File: src/rtl/irq_dest_pkg.sv
package irq_dest_pkg;
  localparam int unsigned VEC_W  = 8;
  localparam int unsigned DEST_W = 8;
  localparam int unsigned LDR_W  = 32;
  localparam logic [2:0]        DM_LOWEST  = 3'b001;
  localparam logic [DEST_W-1:0] DEST_BCAST = '1;

  typedef struct packed {
    logic [VEC_W-1:0] vector;
    logic [2:0]       dmode;
    logic             dest_mode;
    logic             polarity;
    logic             trigger;
  } redir_fields_t;
endpackage

File: src/rtl/irq_phys_decode.sv
module irq_phys_decode
  import irq_dest_pkg::*;
#(
  parameter int unsigned NUM_CPU = 8
) (
  input  logic [DEST_W-1:0]  dest_i,
  output logic [NUM_CPU-1:0] mask_o
);
  logic bcast;
  assign bcast = (dest_i == DEST_BCAST);

  for (genvar i = 0; i < NUM_CPU; i++) begin : g_cpu
    assign mask_o[i] = bcast | (32'(dest_i) == 32'(i));
  end
endmodule

File: src/rtl/irq_logic_match.sv
module irq_logic_match
  import irq_dest_pkg::*;
#(
  parameter int unsigned NUM_CPU = 8
) (
  input  logic [DEST_W-1:0]        dest_i,
  input  logic [NUM_CPU*LDR_W-1:0] ldr_i,
  output logic [NUM_CPU-1:0]       mask_o
);
  localparam int unsigned ID_LSB = LDR_W - DEST_W;

  logic [NUM_CPU-1:0] unused_low;

  for (genvar i = 0; i < NUM_CPU; i++) begin : g_cpu
    logic [DEST_W-1:0] log_id;
    assign log_id        = ldr_i[i*LDR_W + ID_LSB +: DEST_W];
    assign mask_o[i]     = |(log_id & dest_i);
    assign unused_low[i] = ^ldr_i[i*LDR_W +: ID_LSB];
  end
endmodule

File: src/rtl/irq_dest_match.sv
module irq_dest_match
  import irq_dest_pkg::*;
#(
  parameter int unsigned NUM_CPU = 8
) (
  input  logic                     clk_i,
  input  logic                     rst_ni,
  input  logic                     fire_i,
  input  logic [VEC_W-1:0]         vector_i,
  input  logic [2:0]               dmode_i,
  input  logic                     dest_mode_i,
  input  logic                     polarity_i,
  input  logic                     trigger_i,
  input  logic [DEST_W-1:0]        dest_i,
  input  logic [NUM_CPU*LDR_W-1:0] ldr_i,
  output logic                     valid_o,
  output logic                     err_o,
  output logic                     no_target_o,
  output logic [NUM_CPU-1:0]       mask_o,
  output logic [VEC_W-1:0]         vector_o,
  output logic [2:0]               dmode_o,
  output logic                     dest_mode_o,
  output logic                     polarity_o,
  output logic                     trigger_o
);
  logic [NUM_CPU-1:0] phys_mask, log_mask, sel_mask;
  logic               lowest;
  redir_fields_t      fields_d, fields_q;

  irq_phys_decode #(.NUM_CPU(NUM_CPU)) i_phys (
    .dest_i (dest_i),
    .mask_o (phys_mask)
  );

  irq_logic_match #(.NUM_CPU(NUM_CPU)) i_logic (
    .dest_i (dest_i),
    .ldr_i  (ldr_i),
    .mask_o (log_mask)
  );

  always_comb begin
    sel_mask = dest_mode_i ? log_mask : phys_mask;
    lowest   = (dmode_i == DM_LOWEST);
    fields_d = '{vector: vector_i, dmode: dmode_i, dest_mode: dest_mode_i,
                 polarity: polarity_i, trigger: trigger_i};
  end

  always_ff @(posedge clk_i or negedge rst_ni) begin
    if (!rst_ni) begin
      valid_o     <= 1'b0;
      err_o       <= 1'b0;
      no_target_o <= 1'b0;
      mask_o      <= '0;
      fields_q    <= '0;
    end else if (fire_i) begin
      valid_o     <= !lowest;
      err_o       <= lowest;
      no_target_o <= !lowest && (sel_mask == '0);
      mask_o      <= lowest ? '0 : sel_mask;
      fields_q    <= fields_d;
    end else begin
      valid_o     <= 1'b0;
      err_o       <= 1'b0;
      no_target_o <= 1'b0;
    end
  end

  assign vector_o    = fields_q.vector;
  assign dmode_o     = fields_q.dmode;
  assign dest_mode_o = fields_q.dest_mode;
  assign polarity_o  = fields_q.polarity;
  assign trigger_o   = fields_q.trigger;
endmodule

File: config.mk
export PLATFORM = sky130hd
export DESIGN_NAME = irq_dest_match
export DESIGN_NICKNAME = d
export VERILOG_FILES = /design/src/rtl/irq_dest_pkg.sv /design/src/rtl/irq_phys_decode.sv /design/src/rtl/irq_logic_match.sv /design/src/rtl/irq_dest_match.sv
export SDC_FILE = /design/constraint.sdc
export NUM_CORES = 1
export LEC_CHECK = 0
export BUFFER_PORTS_ARGS = -buffer_cell sky130_fd_sc_hd__buf_4
export CAP_MARGIN = 20
export CORE_AREA = 8 8 111 113
export DETAILED_ROUTE_END_ITERATION = 8
export DIE_AREA = 0 0 119 121
export HOLD_SLACK_MARGIN = 0.12
export PLACE_DENSITY = 0.63
export RECOVER_POWER = 50
export SETUP_SLACK_MARGIN = 0.3
export SLEW_MARGIN = 5
export SYNTH_ARGS = -nofsm -noshare
export SYNTH_HDL_FRONTEND = slang
export SYNTH_SLANG_ARGS = --single-unit
File: constraint.sdc
create_clock -name clk_i -period 0.9 [get_ports clk_i]
set_input_delay 0.135 -clock clk_i [delete_from_list [all_inputs] [get_ports clk_i]]
set_output_delay 0.135 -clock clk_i [all_outputs]
set_load 0.005 [all_outputs]
==> results of run 1 <==
==> path summary, 6_finish.rpt <==
kind	end	startpoint	cells after the start	slack (ps)
setup reg to reg	vector_o[5]	vector_o[5]	2	-20
hold reg to reg	dmode_o[1]	dmode_o[1]	1	540
max in group asynchronous	mask_o[6]	rst_ni	2	260
min in group asynchronous	vector_o[1]	rst_ni	2	370
setup / recovery	no_target_o	dest_i[4]	6	-130
hold / removal	vector_o[3]	vector_i[3]	2	90
==> layer usage <==
metal	vias to the layer above	global-route usage [%]	wire [um]
met5	-	0	0
met4	0	1.74	94
met3	6	2.65	474
met2	58	15.3	3680
met1	849	12.7	3310
li1	849	-	-
==> synthesized netlist by cell type (all sizes together) <==
library cell | n | area (um2)
dfrtp | 25 | 626
a22oi | 16 | 120
mux2 | 14 | 158
inv | 10 | 37.5
nand2 | 10 | 37.5
buf | 9 | 78.8
a222oi | 8 | 80.1
nand3 | 8 | 40.0
o22ai | 8 | 50.1
a32o | 7 | 72.6
and3 | 7 | 43.8
clkbuf | 3 | 11.3
nand4 | 3 | 18.8
nor2 | 3 | 11.3
and4 | 2 | 18.8
nor2b | 2 | 12.5
nor4b | 2 | 32.5
a21oi | 1 | 16.3
nor3 | 1 | 10.0
nor4 | 1 | 21.3
o2bb2ai | 1 | 15.0
o31ai | 1 | 12.5
==> critical path, stage by stage <==
cell	delay, ps
buf_12	110
a222oi_1	300
and3_1	220
a32o_2	200
nand3_1	100
nor3_2	160
==> power by group <==
part / internal (uW) / switching [uW]
Combinational: 850 / 457
Clock: 309 / 354
Sequential: 1230 / 77.1
==> stage by stage <==
step	hold slack [ps]	setup TNS [ps]	utilization (%)	power, uW	cell area (um2)
final	94.8	-951	29.3	3280	3100
after CTS	86.4	-1020	28.5	3250	3030
after floorplan	-161	-1610	-	1740	1650
after global routing	87.0	-2280	29.3	3460	3100
after global placement	57.3	-2890	25.0	2350	2650
after detailed placement	63.0	-2960	25.0	2360	2650
==> state kept, by name (all words and copies together), names as in the netlist <==
signal / cells
dmode_o: 3
dest_mode_o: 1
err_o: 1
vector_o: 8
no_target_o: 1
trigger_o: 1
polarity_o: 1
valid_o: 1
mask_o: 8
==> final cells by class <==
class | instances | share of cell area (%)
clock buffer | 3 | 1.33
sequential | 25 | 20.2
multi-input combinational | 95 | 28.0
clock inverter | 1 | 0.161
timing repair buffer | 148 | 43.5
tap | 140 | 5.65
inverter | 10 | 1.21
==> kinds of logic (layout without fill, tap and decap cells) <==
family,count (synthesis),after routing
buffers and inverters,22,162
AOI/OAI and AO/OA,42,42
muxes,14,14
DFF,25,25
and+or+nand+nor,39,39
==> what timing repair did <==
action | CTS | global route
buffers inserted | 10 | 6
endpoints found under the hold margin | 36 | 11
gates resized for setup | 56 | 12
pin swaps | 25 | 14
endpoints found under the setup margin | 48 | 73
cloned | 1 | 0
==> flow_metrics.py, run 1 <==
metrics = {
    "status": {
        "run_status": "finished, violations left",
        "violations": "negative setup slack",
    },
    "clock_network": {
        "cts_buffer_depth": 2,
        "insertion_delay_ps": 260,
        "cts.htree.levels": 1,
        "cts_hold_buf": 1,
        "clk_pin_slew_ps": 90,
        "cts_tree": "built",
        "numCtsBuffers": 3,
        "cts.sinks": 25,
        "cts-root-buf": "clkbuf_8",
    },
    "synthesis": {
        "muxShareOfSynthArea_pct": 10.3,
        "ys_seq_area_share_pct": 41.1,
        "synth_compound_gate_area_share_pct": 24.1,
        "synthCells": 142,
        "synth_top_family_by_area": "compound AO/OA/AOI/OAI gates",
        "synth.avg_cell_area_um2": 10.7,
        "yosys.area_share.adder_pct": 0,
        "syn_area_um2": 1520,
        "synth-simple-area-share_pct": 16.2,
        "yosysWarnings": 0,
        "synth_fp_nets": 423,
        "synthXorXnorAreaFrac_pct": 0,
        "synth.ff_latch_count": 25,
        "yosys.cell_types.count": 27,
    },
    "place": {
        "gp_congestion": 0.744,
        "place_inst": 400,
        "dp_hpwl_um": 5980,
        "place.port_buffers": 113,
        "dp_slack_ps": -438,
    },
    "die": {
        "dieArea_um2": 14400,
        "start_util_pct": 14.4,
        "dieHeight_um": 121,
        "core-area_um2": 10600,
        "rows": 38,
        "ios": 306,
        "die_x_um": 119,
    },
    "grt": {
        "grt_pass1_wl_um": 11000,
        "grt_max_degree": 26,
        "grt_overflow_total": 0,
        "grt_pass1_vias": 1904,
        "antenna_found_initial": 0,
        "grt_usage_pct": 9.60,
    },
    "worst_setup_path": {
        "cp.arrival_ps": 1220,
        "critPathMaxFanout": 8,
        "cp-start-kind": "primary input",
        "end_kind": "register",
        "path_class": "primary input to register",
        "worstPathRequired_ps": 1090,
    },
    "timing": {
        "max_freq_mhz": 972,
        "rsz0062_at_grt": "true",
        "setup_viol": 31,
        "period_needed_ps": 1030,
        "max-slew-margin-rel_pct": 76.1,
        "setup_slack_ps": -129,
        "finalCritPeriodShare_pct": 114,
        "worst_pin_slew_ps": 359,
        "finClkSkew_ps": 0,
        "hold_viol_final": 0,
        "final_max_slew_viol_count": 0,
    },
    "power": {
        "p_per_area_nw_per_um2": 1060,
        "peakVddDrop_uv": 451,
        "p_leak_uw": 0.00149,
    },
    "final_layout": {
        "diodes": 0,
        "multi_input_area_um2": 868,
        "syn_to_final_growth_pct": 104,
        "fill_cells": 1101,
        "final_common_cell": "buf_4",
        "seq_area_um2": 626,
        "finalNonFillerCells": 422,
        "final_cell_mix": "104 x buf_4, 34 x buf_6, 25 x dfrtp_1, 15 x a22oi_1, 11 x mux2_4",
        "final_nets": 564,
        "drive_above_1_share_pct": 66.3,
    },
    "route": {
        "drt_iter0_markers": 115,
        "viasPerCell": 4.18,
        "drc_errors": 0,
        "wirelength_um": 7560,
        "wire_per_inst_um": 17.9,
        "postRouteAntennaNets": 0,
        "num_vias": 1762,
        "drt_first_pass_iters": 5,
    },
    "min_path": {
        "hp-class": "primary input to register",
    },
    "job": {
        "cap_violations": 0,
    },
}
(Power assumes the default switching activity.)
==> inputs of run 2 (changes only) <==
- ABC_AREA: default -> 1
- CORE_AREA: 8 8 111 113 -> 8 8 113 115
- DIE_AREA: 0 0 119 121 -> 0 0 121 123
==> flow_metrics.py, run 2 <==
metrics = {
    "synthesis": {
        "synth.avg_cell_area_um2": 6.32,
        "syn_area_um2": 1710,
        "synthFlopType": "dfrtp_1",
        "yosysMostFrequentCell": "nand2_1",
        "synthXorXnorAreaFrac_pct": 0,
        "ys_seq_area_share_pct": 36.7,
        "yosysWarnings": 0,
        "synth_area_leaders": "dfrtp_1 37%, nand2_1 33%, nor2_1 4.8%, nand3_1 3.5%, buf_6 3.3%",
        "synth_top_family_by_area": "simple AND/OR/NAND/NOR gates",
        "synth_compound_gate_area_share_pct": 6.16,
        "synth_fp_nets": 551,
        "muxShareOfSynthArea_pct": 0,
        "synth_top_area_share_pct": 36.7,
        "synth_common_cells": "150 x nand2_1, 25 x dfrtp_1, 22 x nor2_1, 12 x nand3_1, 10 x inv_1",
        "synth_largest_area_cell": "dfrtp_1",
        "yosys.cell_types.count": 21,
        "yosys.area_share.adder_pct": 0,
        "synthCells": 270,
        "synth.ff_latch_count": 25,
        "synth-simple-area-share_pct": 48.6,
        "synth_enable_flop_cells": 0,
        "synthArstFlopShare_pct": 100,
    },
    "route": {
        "postRouteAntennaNets": 0,
        "viasPerCell": 4.11,
        "drc_errors": 0,
        "drt_first_pass_iters": 4,
        "wirelength_um": 8230,
        "wire_per_inst_um": 14.9,
        "num_vias": 2264,
        "drt_iter0_markers": 77,
    },
    "clock_network": {
        "numCtsBuffers": 3,
        "clk_pin_slew_ps": 70,
        "insertion_delay_ps": 260,
        "cts-root-buf": "clkbuf_16",
        "cts.sinks": 25,
        "cts_tree": "built",
        "cts.htree.levels": 1,
        "cts_buffer_depth": 2,
    },
    "die": {
        "core-area_um2": 11100,
        "rows": 39,
        "dieArea_um2": 14900,
        "die_x_um": 121,
        "dieHeight_um": 123,
        "start_util_pct": 15.4,
        "ios": 306,
    },
    "worst_setup_path": {
        "cp.arrival_ps": 800,
        "critical_path_buf_inv_count": 1,
        "cp-start-kind": "register",
        "crit_family": "flip-flops",
        "crit_path_max_incr_delay_ps": 400,
        "end_kind": "output port",
        "worstPathRequired_ps": 760,
        "crit_path_cell_trace": "buf_6",
        "critPathMaxFanout": 2,
        "path_class": "register to output port",
        "cp_slowest_cell": "dfrtp_1",
    },
    "power": {
        "p_per_area_nw_per_um2": 1040,
        "peakVddDrop_uv": 670,
        "p_leak_uw": 0.00190,
    },
    "final_layout": {
        "syn_to_final_growth_pct": 117,
        "final_nets": 690,
        "drive_above_1_share_pct": 57.1,
        "fill_cells": 1157,
        "finalNonFillerCells": 551,
        "fin_area_um2": 3710,
        "diodes": 0,
        "final_common_cell": "nand2_1",
        "final_cell_mix": "109 x nand2_1, 89 x buf_4, 40 x buf_6, 29 x nand2_2, 25 x dfrtp_1",
        "fin_util_pct": 33.5,
    },
    "timing": {
        "hold-worst-slack_ps": -103,
        "max_freq_mhz": 1070,
        "final_max_slew_viol_count": 0,
        "max-slew-margin-rel_pct": 55.0,
        "period_needed_ps": 934,
        "finClkSkew_ps": 0,
        "hold_viol_final": 25,
        "setup_slack_ps": -34.2,
        "finalCritPeriodShare_pct": 104,
        "worst_pin_slew_ps": 674,
        "rsz0062_at_grt": "true",
        "setup_viol": 22,
    },
    "status": {
        "run_status": "finished, violations left",
        "violations": "negative hold slack, negative setup slack",
    },
    "grt": {
        "grt_pass1_wl_um": 12600,
        "antenna_found_initial": 0,
        "grt_overflow_total": 0,
        "grt_usage_pct": 10.5,
        "grt_max_degree": 26,
        "grt_pass1_vias": 2440,
    },
    "place": {
        "dp_slack_ps": -350,
        "place_area_um2": 2790,
        "place_inst": 523,
        "dp_hpwl_um": 6250,
        "gp_congestion": 0.873,
        "place.port_buffers": 113,
    },
    "min_path": {
        "hp-class": "primary input to async pin",
    },
    "job": {
        "cap_violations": 0,
    },
}
[run 2: cell types whose count changed in the layout (fill, tap and decap cells not counted), sizes merged, moves of 12 or more]
cell,before,now
o21ai,0,12
mux2,14,0
nor2,3,26
nand2,10,154
a22oi,16,0
[run 2: path summary, 6_finish.rpt]
check                            startpoint          end  slack, ps  cells past startpoint
worst max-delay path              mask_o[0]    mask_o[0]        -30                      1
worst min-delay path                 rst_ni   dmode_o[0]       -100                      1
worst max register to register    mask_o[2]    mask_o[2]         70                      4
worst min register to register  vector_o[2]  vector_o[2]        490                      2
max in group asynchronous            rst_ni  vector_o[4]        570                      1
min in group clk_i              vector_i[2]  vector_o[2]         70                      3
[run 2: cell type report]
cell class | count | area (um2) | area share (%)
clock buffers | 3 | 75.1 | 2.03
multi-input cells | 220 | 1250 | 33.7
flip-flops and latches | 25 | 626 | 16.9
clock inverters | 1 | 8.76 | 0.236
well taps | 143 | 179 | 4.83
repair buffers | 146 | 1480 | 40.0
inverters | 13 | 83.8 | 2.26
[run 2: cells by family (layout without fill, tap and decap cells)]
kind of cell,Yosys count,after routing
buffers and inverters,25,163
AO/OA/AOI/OAI,18,18
AND/OR/NAND/NOR,202,202
flip-flops,25,25
[run 2: per-stage QoR]
stage               setup TNS [ps]  total power, uW  hold WS [ps]
detailed placement           -2070             2340          69.6
finish                        -370             3850          -103
floorplan                    -2.54             1710          -161
global placement             -1730             2320          62.8
CTS                           -507             3680          -218
global route                 -1100             4080         -46.0
[run 2: power breakdown]
group | switching [uW] | internal (uW)
Combinational | 611 | 891
Clock | 437 | 615
Sequential | 73.3 | 1220
[run 2: routing by layer]
layer	share of wire, %	GRT usage [%]	up-vias
met5	0	0	-
met4	1.4	2.34	0
met3	9.8	4.29	10
met2	46	17.0	111
met1	43	12.9	1023
li1	-	-	1120
[run 2: timing repair]
action	4_1_cts	5_1_grt
setup endpoints to repair	40	49
cloned	3	2
endpoints found under the hold margin	37	37
buffers inserted	7	12
pin swaps	36	41
gates resized for setup	95	65
==> inputs of run 3 (changes only) <==
- RECOVER_POWER: 50 -> 100
==> flow_metrics.py, run 3 (same netlist as run 2, synthesis figures left out) <==
metrics = {
    "final_layout": {
        "fin_area_um2": 3670,
        "final_nets": 690,
        "fill_cells": 1160,
        "final_common_cell": "nand2_1",
        "fin_util_pct": 33.2,
        "syn_to_final_growth_pct": 115,
        "seq_area_um2": 626,
        "final_cell_mix": "112 x nand2_1, 89 x buf_4, 38 x buf_6, 26 x nand2_2, 25 x dfrtp_1",
        "diodes": 0,
        "multi_input_area_um2": 1240,
        "drive_above_1_share_pct": 55.9,
    },
    "clock_network": {
        "cts.htree.levels": 1,
        "numCtsBuffers": 3,
        "cts_tree": "built",
        "cts-root-buf": "clkbuf_16",
        "insertion_delay_ps": 260,
        "cts_buffer_depth": 2,
        "clk_pin_slew_ps": 70,
        "cts.sinks": 25,
    },
    "worst_setup_path": {
        "worstPathRequired_ps": 760,
        "crit_path_max_incr_delay_ps": 400,
        "cp_slowest_cell": "dfrtp_1",
        "rr_startpoint": "mask_o[2]",
        "critPathMaxFanout": 2,
        "path_class": "register to output port",
        "crit_path_start": "mask_o[0]",
        "critical_path_buf_inv_count": 1,
        "end_kind": "output port",
        "cp-start-kind": "register",
        "cp.arrival_ps": 800,
        "crit_path_cell_trace": "buf_6",
        "crit_family": "flip-flops",
    },
    "timing": {
        "hold-worst-slack_ps": -101,
        "worst_pin_slew_ps": 680,
        "setup_viol": 22,
        "setup_slack_ps": -34.3,
        "finClkSkew_ps": 0,
        "rsz0062_at_grt": "true",
        "final_max_slew_viol_count": 0,
        "hold_viol_final": 25,
        "period_needed_ps": 934,
        "max_freq_mhz": 1070,
        "max-slew-margin-rel_pct": 54.6,
        "finalCritPeriodShare_pct": 104,
    },
    "die": {
        "die_x_um": 121,
        "rows": 39,
        "dieHeight_um": 123,
        "dieArea_um2": 14900,
        "start_util_pct": 15.4,
        "core-area_um2": 11100,
        "ios": 306,
    },
    "grt": {
        "grt_max_degree": 26,
        "grt_pass1_wl_um": 12600,
        "grt_overflow_total": 0,
        "grt_pass1_vias": 2440,
        "antenna_found_initial": 0,
        "grt_usage_pct": 10.5,
    },
    "min_path": {
        "hp-class": "primary input to async pin",
    },
    "route": {
        "wire_per_inst_um": 14.9,
        "viasPerCell": 4.14,
        "drc_errors": 0,
        "postRouteAntennaNets": 0,
        "num_vias": 2282,
        "drt_first_pass_iters": 4,
        "wirelength_um": 8230,
        "drt_iter0_markers": 77,
    },
    "power": {
        "peakVddDrop_uv": 666,
        "p_per_area_nw_per_um2": 1040,
        "p_leak_uw": 0.00189,
    },
    "place": {
        "place.port_buffers": 113,
        "place_area_um2": 2790,
        "dp_hpwl_um": 6250,
        "gp_congestion": 0.873,
    },
    "status": {
        "run_status": "finished, violations left",
        "violations": "negative hold slack, negative setup slack",
    },
    "job": {
        "cap_violations": 0,
    },
}
[run 3: timing repair]
item                                    in CTS  in global routing
gates resized for setup                     95                 65
endpoints found under the setup margin      40                 49
hold endpoints to repair                    37                 37
gates cloned                                 3                  2
pin swaps                                   36                 41
buffers inserted                             7                 12
[run 3: per-layer routing]
layer  vias to the layer above  track usage, %  routed length, um
met5                         -               0                  0
met4                         0            2.34                114
met3                        10            4.29                827
met2                       117            17.0               3750
met1                      1036            12.9               3540
li1                       1119               -                  -
[run 3: layout make-up]
type                            instances  share of cell area [%]
Inverter                               13                    2.28
Tap cell                              143                    4.87
Multi-Input combinational cell        220                    33.7
Clock buffer                            3                    2.04
Clock inverter                          1                   0.239
Timing Repair Buffer                  146                    39.8
Sequential cell                        25                    17.0
[run 3: through the flow]
| stage | total power (uW) | hold WS [ps] | setup WS, ps | std cells | setup TNS, ps |
|---|---|---|---|---|---|
| floorplan | 1710 | -161 | -2.54 | 270 | -2.54 |
| finish | 3820 | -101 | -34.3 | 551 | -345 |
| detailed placement | 2340 | 69.6 | -350 | 523 | -2070 |
| CTS | 3680 | -218 | -37.1 | 537 | -507 |
| global route | 4060 | -46.0 | -62.1 | 551 | -1150 |
| global placement | 2320 | 62.8 | -280 | 523 | -1730 |
[run 3: worst paths after layout]
| kind | to | slack [ps] | cells past startpoint |
|---|---|---|---|
| worst max register to register | mask_o[2] | 40 | 4 |
| min in group clk_i | vector_o[2] | 70 | 3 |
| max in group asynchronous | vector_o[4] | 570 | 1 |
| worst max-delay path | mask_o[0] | -30 | 1 |
| worst min-delay path | dmode_o[0] | -100 | 1 |
| worst min register to register | vector_o[2] | 490 | 2 |
[run 3: where the power goes]
part	internal [uW]	switching [uW]
combinational	875	605
clock	615	437
sequential	1220	72.0
